--- config.mk ---
export PLATFORM = sky130hd
export DESIGN_NAME = rule_op_exec
export DESIGN_NICKNAME = d
export VERILOG_FILES = /design/src/rtl/rule_op_pkg.sv /design/src/rtl/rule_slot_dec.sv /design/src/rtl/rule_rate_bank.sv /design/src/rtl/rule_save_file.sv /design/src/rtl/rule_op_exec.sv
export SDC_FILE = /design/constraint.sdc
export NUM_CORES = 1
export LEC_CHECK = 0
export ABC_AREA = 1
export BUFFER_PORTS_ARGS = -buffer_cell sky130_fd_sc_hd__buf_2
export CORE_MARGIN = 2
export CORE_UTILIZATION = 45
export DETAILED_ROUTE_END_ITERATION = 12
export HOLD_SLACK_MARGIN = 0.1
export PLACE_DENSITY = 0.69
export SETUP_SLACK_MARGIN = 0.15
export SKIP_CTS_REPAIR_TIMING = 1
export SYNTH_ARGS = -nofsm -noshare
export SYNTH_HDL_FRONTEND = slang
export SYNTH_SLANG_ARGS = --single-unit
--- constraint.sdc ---
create_clock -name clk -period 7.3 [get_ports clk]
set_input_delay 1.825 -clock clk [delete_from_list [all_inputs] [get_ports clk]]
set_output_delay 1.825 -clock clk [all_outputs]
set_load 0.1 [all_outputs]
--- src/rtl/rule_op_pkg.sv ---
// Shared encodings and helpers for the dual-slot rule operation executor.
// Assumes the fixed 9-bit slot layout: action[8:7], code[6:4], reg[3:0].
package rule_op_pkg;

    localparam int SLOT_W   = 9;
    localparam int NUM_SLOT = 2;
    localparam int NUM_LIM  = 4;
    localparam int NUM_TBIT = 4;
    localparam int NUM_BASE = 4;
    localparam int NUM_GPR  = 8;
    localparam int NUM_DST  = NUM_TBIT + NUM_BASE + NUM_GPR;

    typedef enum logic [1:0] {
        ACT_LIMIT = 2'b00,
        ACT_SAVE  = 2'b01,
        ACT_JUMP  = 2'b10,
        ACT_NONE  = 2'b11
    } slot_act_e;

    // Decoded per-slot control, excluding the save data word
    typedef struct packed {
        logic       lim_hit;
        logic [1:0] lim_sel;
        logic       sv_en;
        logic [3:0] sv_dst;
        logic       jmp_take;
        logic [3:0] jmp_dst;
    } slot_ctl_t;

    // Resolve a 3-bit condition code over the two flags
    function automatic logic cond_eval(input logic [2:0] code,
                                       input logic f0, input logic f1);
        logic r;
        case (code)
            3'd0:    r = f0;
            3'd1:    r = f1;
            3'd2:    r = f0 | f1;
            3'd3:    r = ~(f0 | f1);
            3'd4:    r = f0 & f1;
            3'd5:    r = ~(f0 & f1);
            3'd6:    r = f0 ^ f1;
            default: r = 1'b1;
        endcase
        return r;
    endfunction

endpackage

--- src/rtl/rule_slot_dec.sv ---
// One operation slot: decodes the action, evaluates its condition or source,
// and emits write/limit/jump controls. Purely combinational.
// Assumes reserved codes are filtered here so downstream logic sees no-ops.
module rule_slot_dec
    import rule_op_pkg::*;
#(
    parameter int DATA_W = 32
) (
    input  logic                valid,
    input  logic [SLOT_W-1:0]   slot,
    input  logic                flag0,
    input  logic                flag1,
    input  logic [DATA_W-1:0]   word0,
    input  logic [DATA_W-1:0]   word1,
    output slot_ctl_t           ctl,
    output logic [DATA_W-1:0]   sv_data
);

    slot_act_e  act;
    logic [2:0] code;
    logic [3:0] regc;
    logic       cond;

    assign act  = slot_act_e'(slot[8:7]);
    assign code = slot[6:4];
    assign regc = slot[3:0];
    assign cond = cond_eval(code, flag0, flag1);

    // Build the control record for this slot
    always_comb begin
        ctl          = '0;
        ctl.lim_sel  = regc[1:0];
        ctl.sv_dst   = regc;
        ctl.jmp_dst  = regc;
        ctl.lim_hit  = valid && (act == ACT_LIMIT) && cond && (regc < 4'd4);
        ctl.sv_en    = valid && (act == ACT_SAVE) && (code < 3'd6);
        ctl.jmp_take = valid && (act == ACT_JUMP) && cond;
    end

    // Select the save source, zero-extending single-bit sources
    always_comb begin
        case (code)
            3'd0:    sv_data = DATA_W'(flag0);
            3'd1:    sv_data = DATA_W'(flag1);
            3'd2:    sv_data = DATA_W'(flag0 | flag1);
            3'd3:    sv_data = DATA_W'(flag0 & flag1);
            3'd4:    sv_data = word0;
            3'd5:    sv_data = word1;
            default: sv_data = '0;
        endcase
    end

endmodule

--- src/rtl/rule_rate_bank.sv ---
// Rate-limit counters with a load port. A hit on a nonzero counter
// decrements it once; a hit on a zero counter raises a drop request.
// Assumes at most one decrement per counter per cycle; load has priority.
module rule_rate_bank
    import rule_op_pkg::*;
#(
    parameter int CNT_W = 8
) (
    input  logic                      clk,
    input  logic                      rst_n,
    input  logic [NUM_SLOT-1:0]       hit,
    input  logic [NUM_SLOT-1:0][1:0]  sel,
    input  logic                      load,
    input  logic [1:0]                load_sel,
    input  logic [CNT_W-1:0]          load_val,
    output logic [NUM_LIM*CNT_W-1:0]  cnt_flat,
    output logic                      drop
);

    logic [NUM_LIM-1:0] zero_hit;

    for (genvar i = 0; i < NUM_LIM; i++) begin : g_cnt
        logic [CNT_W-1:0] cnt_q;
        logic             any_hit;

        // Gather hits from all slots that address this counter
        always_comb begin
            any_hit = 1'b0;
            for (int s = 0; s < NUM_SLOT; s++) begin
                if (hit[s] && (sel[s] == 2'(i))) any_hit = 1'b1;
            end
        end

        // Counter update: reset, load, or decrement-if-nonzero
        always_ff @(posedge clk) begin
            if (!rst_n) begin
                cnt_q <= '0;
            end else if (load && (load_sel == 2'(i))) begin
                cnt_q <= load_val;
            end else if (any_hit && (cnt_q != '0)) begin
                cnt_q <= cnt_q - 1'b1;
            end
        end

        assign zero_hit[i]                   = any_hit && (cnt_q == '0);
        assign cnt_flat[i*CNT_W +: CNT_W]    = cnt_q;
    end

    assign drop = |zero_hit;

endmodule

--- src/rtl/rule_save_file.sv ---
// Save-target registers: single-bit T regs, base regs and general regs,
// written by two ports where port 1 wins a same-target collision.
// Also registers a per-base-register change mask for one cycle.
module rule_save_file
    import rule_op_pkg::*;
#(
    parameter int DATA_W = 32
) (
    input  logic                             clk,
    input  logic                             rst_n,
    input  logic [NUM_SLOT-1:0]              wen,
    input  logic [NUM_SLOT-1:0][3:0]         wdst,
    input  logic [NUM_SLOT-1:0][DATA_W-1:0]  wdata,
    output logic [NUM_TBIT-1:0]              tbit,
    output logic [NUM_BASE*DATA_W-1:0]       base_flat,
    output logic [NUM_GPR*DATA_W-1:0]        gpr_flat,
    output logic [NUM_BASE-1:0]              base_mask
);

    logic [NUM_DST-1:0]              dst_we;
    logic [NUM_DST-1:0][DATA_W-1:0]  dst_wd;

    // Per-target write enable and data, later slot overriding earlier
    always_comb begin
        dst_we = '0;
        dst_wd = '0;
        for (int d = 0; d < NUM_DST; d++) begin
            for (int s = 0; s < NUM_SLOT; s++) begin
                if (wen[s] && (wdst[s] == 4'(d))) begin
                    dst_we[d] = 1'b1;
                    dst_wd[d] = wdata[s];
                end
            end
        end
    end

    for (genvar t = 0; t < NUM_TBIT; t++) begin : g_tbit
        // Single-bit register keeps bit 0 of the source
        always_ff @(posedge clk) begin
            if (!rst_n)         tbit[t] <= 1'b0;
            else if (dst_we[t]) tbit[t] <= dst_wd[t][0];
        end
    end

    for (genvar b = 0; b < NUM_BASE; b++) begin : g_base
        logic [DATA_W-1:0] q;
        // Base register storage
        always_ff @(posedge clk) begin
            if (!rst_n)                  q <= '0;
            else if (dst_we[NUM_TBIT+b]) q <= dst_wd[NUM_TBIT+b];
        end
        // Change flag for this base register, one cycle wide
        always_ff @(posedge clk) begin
            if (!rst_n) base_mask[b] <= 1'b0;
            else        base_mask[b] <= dst_we[NUM_TBIT+b];
        end
        assign base_flat[b*DATA_W +: DATA_W] = q;
    end

    for (genvar g = 0; g < NUM_GPR; g++) begin : g_gpr
        logic [DATA_W-1:0] q;
        // General register storage
        always_ff @(posedge clk) begin
            if (!rst_n)                           q <= '0;
            else if (dst_we[NUM_TBIT+NUM_BASE+g]) q <= dst_wd[NUM_TBIT+NUM_BASE+g];
        end
        assign gpr_flat[g*DATA_W +: DATA_W] = q;
    end

endmodule

--- src/rtl/rule_op_exec.sv ---
// Top of the dual-slot rule operation executor. Splits the operation field
// into two slots, decodes each, and drives the rate-limit bank and the
// save-target registers. Jumps are resolved only; flow control is external.
module rule_op_exec
    import rule_op_pkg::*;
#(
    parameter int DATA_W = 32,
    parameter int CNT_W  = 8
) (
    input  logic                        clk,
    input  logic                        rst_n,
    input  logic                        op_valid,
    input  logic [2*SLOT_W-1:0]         op_field,
    input  logic                        flag0,
    input  logic                        flag1,
    input  logic [DATA_W-1:0]           word0,
    input  logic [DATA_W-1:0]           word1,
    input  logic                        lim_load,
    input  logic [1:0]                  lim_load_sel,
    input  logic [CNT_W-1:0]            lim_load_val,
    output logic                        drop_req,
    output logic [NUM_SLOT-1:0]         jump_take,
    output logic [3:0]                  jump_dst0,
    output logic [3:0]                  jump_dst1,
    output logic [NUM_LIM*CNT_W-1:0]    lim_cnt,
    output logic [NUM_TBIT-1:0]         tbit,
    output logic [NUM_BASE*DATA_W-1:0]  base_regs,
    output logic [NUM_GPR*DATA_W-1:0]   gpr_regs,
    output logic                        base_chg,
    output logic [NUM_BASE-1:0]         base_chg_mask
);

    slot_ctl_t                          ctl   [NUM_SLOT];
    logic [NUM_SLOT-1:0][DATA_W-1:0]    sv_data;
    logic [NUM_SLOT-1:0]                lim_hit;
    logic [NUM_SLOT-1:0][1:0]           lim_sel;
    logic [NUM_SLOT-1:0]                sv_en;
    logic [NUM_SLOT-1:0][3:0]           sv_dst;

    for (genvar s = 0; s < NUM_SLOT; s++) begin : g_slot
        rule_slot_dec #(.DATA_W(DATA_W)) u_dec (
            .valid   (op_valid),
            .slot    (op_field[SLOT_W*(NUM_SLOT-s)-1 -: SLOT_W]),
            .flag0   (flag0),
            .flag1   (flag1),
            .word0   (word0),
            .word1   (word1),
            .ctl     (ctl[s]),
            .sv_data (sv_data[s])
        );
        assign lim_hit[s]   = ctl[s].lim_hit;
        assign lim_sel[s]   = ctl[s].lim_sel;
        assign sv_en[s]     = ctl[s].sv_en;
        assign sv_dst[s]    = ctl[s].sv_dst;
        assign jump_take[s] = ctl[s].jmp_take;
    end

    assign jump_dst0 = ctl[0].jmp_dst;
    assign jump_dst1 = ctl[1].jmp_dst;

    rule_rate_bank #(.CNT_W(CNT_W)) u_rate (
        .clk      (clk),
        .rst_n    (rst_n),
        .hit      (lim_hit),
        .sel      (lim_sel),
        .load     (lim_load),
        .load_sel (lim_load_sel),
        .load_val (lim_load_val),
        .cnt_flat (lim_cnt),
        .drop     (drop_req)
    );

    rule_save_file #(.DATA_W(DATA_W)) u_save (
        .clk       (clk),
        .rst_n     (rst_n),
        .wen       (sv_en),
        .wdst      (sv_dst),
        .wdata     (sv_data),
        .tbit      (tbit),
        .base_flat (base_regs),
        .gpr_flat  (gpr_regs),
        .base_mask (base_chg_mask)
    );

    assign base_chg = |base_chg_mask;

endmodule

==> impl_metrics.yaml, run 1 <==
pwr:
  pwr-share-comb: 0.107
  p_seq_frac: 0.441
  ir_drop_v: 0.000195
  internal_power_uw: 3840
  p_per_area_nw_per_um2: 207
  clock_power_share: 0.452
  p_leak_uw: 0.0143
  p_sw_frac: 0.279
  power_switching_uw: 1480
global_routing:
  overflow: 0
  grtUsageTotal: 0.358
  grt_pass1_vias: 20900
  grt_max_degree: 203
  grt_pass1_wl_um: 134000
  antenna_found_initial: 3
yosys:
  ys_ff_latch: 424
  ys_seq_area_frac: 0.394
  synth_compound_area_frac: 0.177
  synthTopCellsByCount: "nand2_1, inv_1, dfxtp_1"
  synth_edf_count: 0
  synthCells: 3276
  yosys_warnings: 0
  yosys.area_share.simple: 0.266
  synthAdderAreaFrac: 0.00639
  synth_xor_area_frac: 0
  muxShareOfSynthArea: 0.000465
  yosysUniqueCellTypes: 37
  syn-cell-area_sq_um: 21500
  synth_top_area_frac: 0.394
  synth_top_family_by_area: "simple AND/OR/NAND/NOR gates"
  synth_nets: 3385
  synth.area.top_cells: "dfxtp_1, nand2_1, inv_1"
  syn_avg_cell_area_sq_um: 6.57
  ys.flop_type: "dfxtp_1"
  synth_most_common_cell: "nand2_1"
  async_reset_ff_frac: 0
  yosysTopAreaCell: "dfxtp_1"
critical_path:
  path_class: "input port to primary output"
  crit_arrival_ns: 3.84
  crit_chain: "buf_2 > inv_1 > ha_1 > inv_1 > nand2_1 > nand2_1 > nand2_1 > nor2_1 > nand2_1 > nand3_1 > nand2_1 > nand2_1 > o21ai_0 > or2_2 > buf_2"
  cp_top_family: "simple AND/OR/NAND/NOR gates"
  crit_fanout: 4
  end_kind: "primary output"
  critPathLaunchType: "input port"
  max_stage_delay_ns: 0.30
  crit_top_cell: "nand2_1"
  crit_required_ns: 5.48
  path_buf_inv: 4
  slowest_stage: "or2_2"
clocking:
  insertion_delay_ns: 0.58
  cts.sinks: 424
  clockBufferDepth: 3
  clkTransAtPathRegs_ns: 0.07
  numCtsBuffers: 47
  cts-htree-levels: 2
  cts_tree: "yes"
  root_buffer: "clkbuf_16"
timing:
  timing.final.crit_share: 0.776
  setup-violations-final: 0
  skew_ns: 0.0105
  slew_headroom: 0.142
  hold_viol_final: 0
  fin_crit_ns: 5.66
  fmax_mhz: 177
  setup_tns_ns: 0
  rsz0062_at_grt: "no"
  slew_viol_final: 0
  worst_pin_slew_ns: 1.29
flow_run:
  cap_viol_max_count: 0
die:
  die_area_sq_um: 49600
  start_util: 0.454
  io-pin-count: 534
  coreArea_sq_um: 47400
  die_y_um: 223
  rows: 80
  die_w_um: 223
routing:
  vias: 23500
  drt-initial-drc-count: 2824
  wl_per_cell_um: 21.4
  wl_um: 92000
  ant_nets: 0
  firstDrtPassIters: 6
  viasPerCell: 5.47
  drc: 0
hold_path:
  hp-class: "register to register"
final_layout:
  area_growth_pct: 19.6
  finalInstanceArea_sq_um: 25700
  drive_above_1_share: 0.191
  nNetsFinal: 3761
  fillCellCount: 4822
placed_design:
  portBuffers: 533
  gp_congestion: 0.924
  dp.final_hpwl_um: 62600
  placed_cell_area_sq_um: 24200
status:
  status: "finished, final reports clean"
==> final cells by class <==
| type | count | area, sq um | area share |
|---|---|---|---|
| clock buffer | 70 | 1410 | 0.0549 |
| antenna | 3 | 7.51 | 0.000292 |
| timing repair buffer | 566 | 2940 | 0.114 |
| sequential | 424 | 8490 | 0.330 |
| multi-input combinational | 2014 | 9770 | 0.379 |
| tap | 615 | 769 | 0.0299 |
| inverter | 599 | 2250 | 0.0873 |
| clock inverter | 9 | 113 | 0.00437 |
==> layer usage <==
metal	wire, um	GRT usage	part of all wire	vias up
li1	-	-	-	11000
met1	36000	0.467	0.39	10800
met5	8	0	0.000087	-
met3	10700	0.0881	0.12	274
met4	5410	0.191	0.059	2
met2	39800	0.546	0.43	1407
==> power by group through the flow <==
stage | logic (uW) | clock network (uW) | registers, uW
global placement | 553 | 0 | 2400
global route | 600 | 2510 | 2350
floorplan | 269 | 0 | 2500
CTS | 556 | 2420 | 2340
finish | 569 | 2410 | 2350
detailed placement | 554 | 0 | 2400
==> worst paths after layout <==
path                            slack [ns]                  endpoint  depth (start not counted)                startpoint
worst min-delay path                  0.50            u_save.tbit[0]                          2            u_save.tbit[0]
worst max-delay path                  1.64                  drop_req                         15                     flag1
worst max register to register        5.18  u_rate.g_cnt[1].cnt_q[3]                         10  u_rate.g_cnt[1].cnt_q[0]
worst min register to register        0.50            u_save.tbit[0]                          2            u_save.tbit[0]
==> worst min-delay path: cells and delay by family (launching register included) <==
kind / cells / cell delay (ns)
DFF: 1 / 0.32
and+or+nand+nor: 1 / 0.06
AOI/OAI and AO/OA: 1 / 0.07
==> sequential cells by signal (all words and copies together) (netlist names) <==
register            count
u_save.g_gpr.q        256
u_save.tbit             4
u_rate.g_cnt.cnt_q     32
u_save.base_mask        4
u_save.g_base.q       128
==> metrics by stage <==
stage,total power [uW],setup slack [ns],std cells,hold WS [ns],utilization
after floorplan,2760,1.14,3276,0.919,-
after global placement,2950,1.70,4218,0.482,0.510
after detailed placement,2950,1.71,4218,0.493,0.510
after CTS,5320,1.70,4297,0.503,0.543
after global routing,5450,1.41,4298,0.534,0.543
final,5320,1.64,4300,0.501,0.543
==> cells by family (layout without fill, tap and decap cells) <==
logic type / count (synthesis) / in the layout
AOI/OAI and AO/OA: 571 / 571
adders and majority gates: 11 / 11
buffers and inverters: 838 / 1244
DFF: 424 / 424
muxes: 1 / 1
other: 0 / 3
and+or+nand+nor: 1431 / 1431
==> cells in the final DEF, fill, tap and decap left out, types with 5 or more instances in the layout <==
| cell | n |
|---|---|
| nand2_4 | 6 |
| clkbuf_16 | 48 |
| ha_1 | 11 |
| nor2_1 | 114 |
| nand2_1 | 1176 |
| nand3_1 | 89 |
| inv_2 | 20 |
| dfxtp_1 | 424 |
| o221ai_1 | 49 |
| clkbuf_1 | 9 |
| buf_2 | 532 |
| nand4_1 | 10 |
| clkbuf_8 | 13 |
| o22ai_1 | 56 |
| or2_2 | 5 |
| o21ai_1 | 16 |
| nor2_4 | 7 |
| inv_1 | 579 |
| o22ai_2 | 10 |
| o211ai_1 | 262 |
| buf_4 | 32 |
| o21ai_0 | 120 |
| a21oi_1 | 49 |
| nand2_2 | 6 |
Note: power is estimated with default switching activity, not from simulation.
==> run 2: changes to the inputs <==
ABC_AREA = 0   (was 1)
PLACE_DENSITY = 0.72   (was 0.69)
clock period = 4.6 ns   (was 7.3 ns; I/O delays follow)
==> run 2 against run 1 <==
Global-route usage fell by 3.2 points. First-iteration DRC count fell by 17%. Power rose by 60%. Largest cell class unchanged.
==> impl_metrics.yaml, run 2 <==
clocking:
  insertion_delay_ns: 0.59
  root_buffer: "clkbuf_16"
  clkTransAtPathRegs_ns: 0.06
  clockBufferDepth: 3
  cts-htree-levels: 2
  numCtsBuffers: 47
  cts.sinks: 424
  cts_tree: "yes"
final_layout:
  drive_above_1_share: 0.217
  area_growth_pct: 23.6
  finalInstanceArea_sq_um: 25300
  layout_common_cells: "nor2_1, a21oi_1, buf_2"
  regMostFlops: "u_save.g_gpr.q"
  top_regs: "u_save.g_gpr.q x256, u_save.g_base.q x128, u_rate.g_cnt.cnt_q x32"
  layout_commonest_cell: "nor2_1"
  fillCellCount: 4483
  nNetsFinal: 3551
  largest_reg_flops: 256
critical_path:
  crit_arrival_ns: 3.25
  critPathLaunchType: "input port"
  slowest_stage: "or4_4"
  cp_top_family: "simple AND/OR/NAND/NOR gates"
  crit_fanout: 4
  path_buf_inv: 2
  r2r_setup_slack_ns: 2.24
  crit_chain: "buf_4 > ha_4 > or3b_1 > a31o_1 > and3_4 > or4_4 > and2_4 > o22ai_2 > a221o_2 > buf_12"
  path_class: "input port to primary output"
  end_kind: "primary output"
  max_stage_delay_ns: 0.48
  crit_required_ns: 3.45
global_routing:
  antenna_found_initial: 5
  grt.busiest_layer: "met2"
  grtUsageMet3: 0.0774
  grt_pass1_vias: 19000
  grt_util_met1: 0.456
  grt_max_degree: 159
  use_met2: 0.479
  overflow: 0
  grt_pass1_wl_um: 118000
  grtUsageTotal: 0.326
yosys:
  synth_most_common_cell: "nor2_1"
  ys.flop_type: "dfxtp_1"
  synthCells: 3057
  synth_nets: 3166
  syn_avg_cell_area_sq_um: 6.69
  ys_ff_latch: 424
  synth_top_area_frac: 0.415
  yosysTopAreaCell: "dfxtp_1"
  async_reset_ff_frac: 0
  ys_seq_area_frac: 0.415
  yosysUniqueCellTypes: 59
  yosys_warnings: 0
  synth.area.top_cells: "dfxtp_1, nor2_1, a21oi_1"
  synth_edf_count: 0
  syn-cell-area_sq_um: 20500
  synthTopCellsByCount: "nor2_1, a21oi_1, dfxtp_1"
timing:
  setup-violations-final: 0
  setup_tns_ns: 0
  hold_viol_final: 0
  worst_pin_slew_ns: 1.18
  fmax_mhz: 227
  slew_headroom: 0.214
  timing.final.crit_share: 0.957
  whs_ns: 0.578
  fin_crit_ns: 4.40
  slew_viol_final: 0
  setup_ws_ns: 0.198
  skew_ns: 0.00751
  rsz0062_at_grt: "no"
pwr:
  clock_power_share: 0.438
  pwr-share-comb: 0.121
  ir_drop_v: 0.000298
  power_switching_uw: 2420
  p_seq_frac: 0.441
  p_per_area_nw_per_um2: 336
  internal_power_uw: 6070
  p_leak_uw: 0.0109
  p_sw_frac: 0.285
routing:
  wl_um: 80800
  vias: 22600
  firstDrtPassIters: 5
  wl_per_cell_um: 19.8
  drt-initial-drc-count: 2346
  drc: 0
  viasPerCell: 5.54
  ant_nets: 0
placed_design:
  place_ws_ns: 0.0805
  dp.final_hpwl_um: 55200
  placed_cell_area_sq_um: 23700
  portBuffers: 533
  gp_congestion: 0.936
die:
  coreArea_sq_um: 45100
  io-pin-count: 534
  start_util: 0.454
  die_area_sq_um: 47200
  die_y_um: 217
  die_w_um: 217
  rows: 78
hold_path:
  hp-class: "register to register"
status:
  status: "finished, final reports clean"
flow_run:
  cap_viol_max_count: 0
==> run 2: cell count changes after synthesis, sizes merged, moves of 62 or more <==
cell	before	now
o22ai	66	1
a21oi	49	786
a22oi	0	62
buf	154	26
o211ai	264	7
nor2	125	1186
nand3	91	21
clkbuf	85	278
inv	599	15
o21ai	137	28
nand2	1188	40
==> run 2: worst register-to-register path, stage by stage (launching register included) <==
cell	delay, ns
dfxtp_1	0.39
or3_1	0.43
or3_1	0.34
or3b_2	0.57
a21boi_4	0.20
xnor2_1	0.13
a211oi_1	0.22
==> run 2: worst paths after layout <==
check / startpoint / endpoint / cells after the start
worst max-delay path: flag1 / drop_req / 10
worst min-delay path: u_rate.g_cnt[2].cnt_q[4] / u_rate.g_cnt[2].cnt_q[4] / 2
worst max register to register: u_rate.g_cnt[2].cnt_q[2] / u_rate.g_cnt[2].cnt_q[0] / 6
worst min register to register: u_rate.g_cnt[2].cnt_q[4] / u_rate.g_cnt[2].cnt_q[4] / 2
==> run 2: layout make-up <==
cell class                      instances  area, sq um  area share
Antenna cell                            6         15.0    0.000594
Clock buffer                           72         1380      0.0546
Clock inverter                          9          108     0.00426
Inverter                               16         67.6     0.00267
Multi-Input combinational cell       2313        10900       0.431
Sequential cell                       424         8490       0.336
Tap cell                              600          751      0.0297
Timing Repair Buffer                  640         3580       0.142
==> run 2: kinds of logic after synthesis <==
group                      share of synthesized area
buffers and inverters                         0.0610
and+or+nand+nor                                0.264
muxes                                        0.00202
xor gates and xnor gates                      0.0116
AOI/OAI and AO/OA                              0.239
adders and majority gates                    0.00673
DFF                                            0.415
==> run 2: power by group through the flow <==
stage	clock, uW	sequential [uW]	combinational (uW)
6_report	3720	3750	1020
5_1_grt	3890	3750	1070
4_1_cts	3750	3740	1000
3_5_place_dp	0	3830	997
3_3_place_gp	0	3830	995
2_1_floorplan	0	4090	412
==> run 2: stage by stage <==
| step | total power, uW | utilization | instances |
|---|---|---|---|
| floorplan | 4500 | - | 3057 |
| global placement | 4820 | 0.527 | 3991 |
| detailed placement | 4820 | 0.527 | 3991 |
| CTS | 8490 | 0.560 | 4072 |
| global route | 8710 | 0.560 | 4076 |
| finish | 8490 | 0.561 | 4080 |
==> run 2: routing by layer <==
| metal | part of all wire | vias to the layer above |
|---|---|---|
| li1 | - | 11000 |
| met1 | 0.42 | 10200 |
| met2 | 0.42 | 1253 |
| met3 | 0.12 | 198 |
| met4 | 0.045 | 4 |
| met5 | 0.00033 | - |
==> run 3: changes to the inputs <==
PLACE_DENSITY = 0.79   (was 0.72)
==> run 3 against run 2 <==
Sequential cell count unchanged. First-iteration DRC count increased by 22%. Routed wire length shrank 2.1%. Die area is the same. Sequential power barely moved. Utilization up 0.11 points. Final cell count about the same. Clock power rose by 2%. Register-to-register slack about the same.
==> impl_metrics.yaml, run 3 (synthesis gave the netlist of run 2 again) <==
status:
  status: "finished, final reports clean"
clocking:
  cts-htree-levels: 2
  insertion_delay_ns: 0.59
  root_buffer: "clkbuf_16"
  numCtsBuffers: 47
  clkTransAtPathRegs_ns: 0.06
  cts.sinks: 424
  cts_tree: "yes"
  clockBufferDepth: 3
pwr:
  internal_power_uw: 6140
  ir_drop_v: 0.000339
  p_leak_uw: 0.0110
  p_per_area_nw_per_um2: 338
  p_seq_frac: 0.437
  pwr-share-comb: 0.120
  clock_power_share: 0.443
  p_sw_frac: 0.284
  power_switching_uw: 2430
placed_design:
  dp.final_hpwl_um: 53500
  place_ws_ns: 0.0716
  portBuffers: 533
  gp_congestion: 0.942
  placed_cell_area_sq_um: 23700
routing:
  drc: 0
  viasPerCell: 5.60
  wl_per_cell_um: 19.4
  vias: 22900
  wl_um: 79100
  firstDrtPassIters: 5
  ant_nets: 0
  drt-initial-drc-count: 2861
critical_path:
  r2r_setup_slack_ns: 2.25
  critPathLaunchType: "input port"
  crit_arrival_ns: 3.24
  path_class: "input port to primary output"
  crit_required_ns: 3.45
  crit_fanout: 4
  end_kind: "primary output"
final_layout:
  layout_commonest_cell: "nor2_1"
  largest_reg_flops: 256
  nNetsFinal: 3551
  drive_above_1_share: 0.219
  layout_common_cells: "nor2_1, a21oi_1, buf_2"
  area_growth_pct: 23.8
  finalInstanceArea_sq_um: 25300
  fin_util: 0.562
  top_regs: "u_save.g_gpr.q x256, u_save.g_base.q x128, u_rate.g_cnt.cnt_q x32"
  regMostFlops: "u_save.g_gpr.q"
  fillCellCount: 4289
hold_path:
  hp-class: "register to register"
timing:
  slew_headroom: 0.222
  worst_pin_slew_ns: 1.17
  rsz0062_at_grt: "no"
  fmax_mhz: 228
  fin_crit_ns: 4.39
  setup_tns_ns: 0
  hold_viol_final: 0
  slew_viol_final: 0
  timing.final.crit_share: 0.954
  setup-violations-final: 0
  setup_ws_ns: 0.210
  skew_ns: 0.00542
  whs_ns: 0.550
global_routing:
  antenna_found_initial: 1
  grtUsageTotal: 0.317
  grt_max_degree: 146
  overflow: 0
  grt_pass1_vias: 18900
  grt_pass1_wl_um: 116000
die:
  die_w_um: 217
  start_util: 0.454
  rows: 78
  die_area_sq_um: 47200
  die_y_um: 217
  io-pin-count: 534
  coreArea_sq_um: 45100
flow_run:
  cap_viol_max_count: 0
## run 3: area by class of cell
| class | count | area [sq um] | share of cell area |
|---|---|---|---|
| Inverter | 16 | 67.6 | 0.00267 |
| Clock inverter | 12 | 136 | 0.00538 |
| Tap cell | 600 | 751 | 0.0296 |
| Clock buffer | 73 | 1420 | 0.0562 |
| Timing Repair Buffer | 640 | 3570 | 0.141 |
| Multi-Input combinational cell | 2313 | 10900 | 0.430 |
| Sequential cell | 424 | 8490 | 0.335 |
| Antenna cell | 1 | 2.50 | 0.0000988 |
## run 3: power by group through the flow
stage	Combinational, uW	Sequential [uW]	Clock (uW)
floorplan	412	4090	0
global placement	993	3820	0
detailed placement	996	3820	0
CTS	1000	3740	3830
global route	1070	3750	3980
finish	1030	3740	3800
## run 3: worst max-delay path, stage by stage
cell,delay (ns)
buf_6,0.09
ha_4,0.13
or3b_1,0.34
a31o_1,0.25
and3_4,0.19
or4_4,0.49
and2_4,0.16
o22ai_2,0.09
a221o_2,0.16
buf_12,0.18
## run 3: metal layers
metal / vias to the layer above / GRT usage / share of wire
met5: - / 0 / 0
li1: 10900 / - / -
met4: 0 / 0.143 / 0.048
met2: 1280 / 0.457 / 0.42
met1: 10400 / 0.442 / 0.41
met3: 221 / 0.0801 / 0.12
## run 3: worst paths after layout
kind | startpoint | end | depth (start not counted)
min reg2reg | u_rate.g_cnt[3].cnt_q[6] | u_rate.g_cnt[3].cnt_q[6] | 2
max reg2reg | u_rate.g_cnt[2].cnt_q[2] | u_rate.g_cnt[2].cnt_q[0] | 6
min | u_rate.g_cnt[3].cnt_q[6] | u_rate.g_cnt[3].cnt_q[6] | 2
max | flag1 | drop_req | 10
## run 3: stage by stage
| step | std cells | total power [uW] |
|---|---|---|
| floorplan | 3057 | 4500 |
| detailed placement | 3991 | 4820 |
| finish | 4079 | 8570 |
| CTS | 4076 | 8580 |
| global placement | 3991 | 4820 |
| global route | 4078 | 8800 |
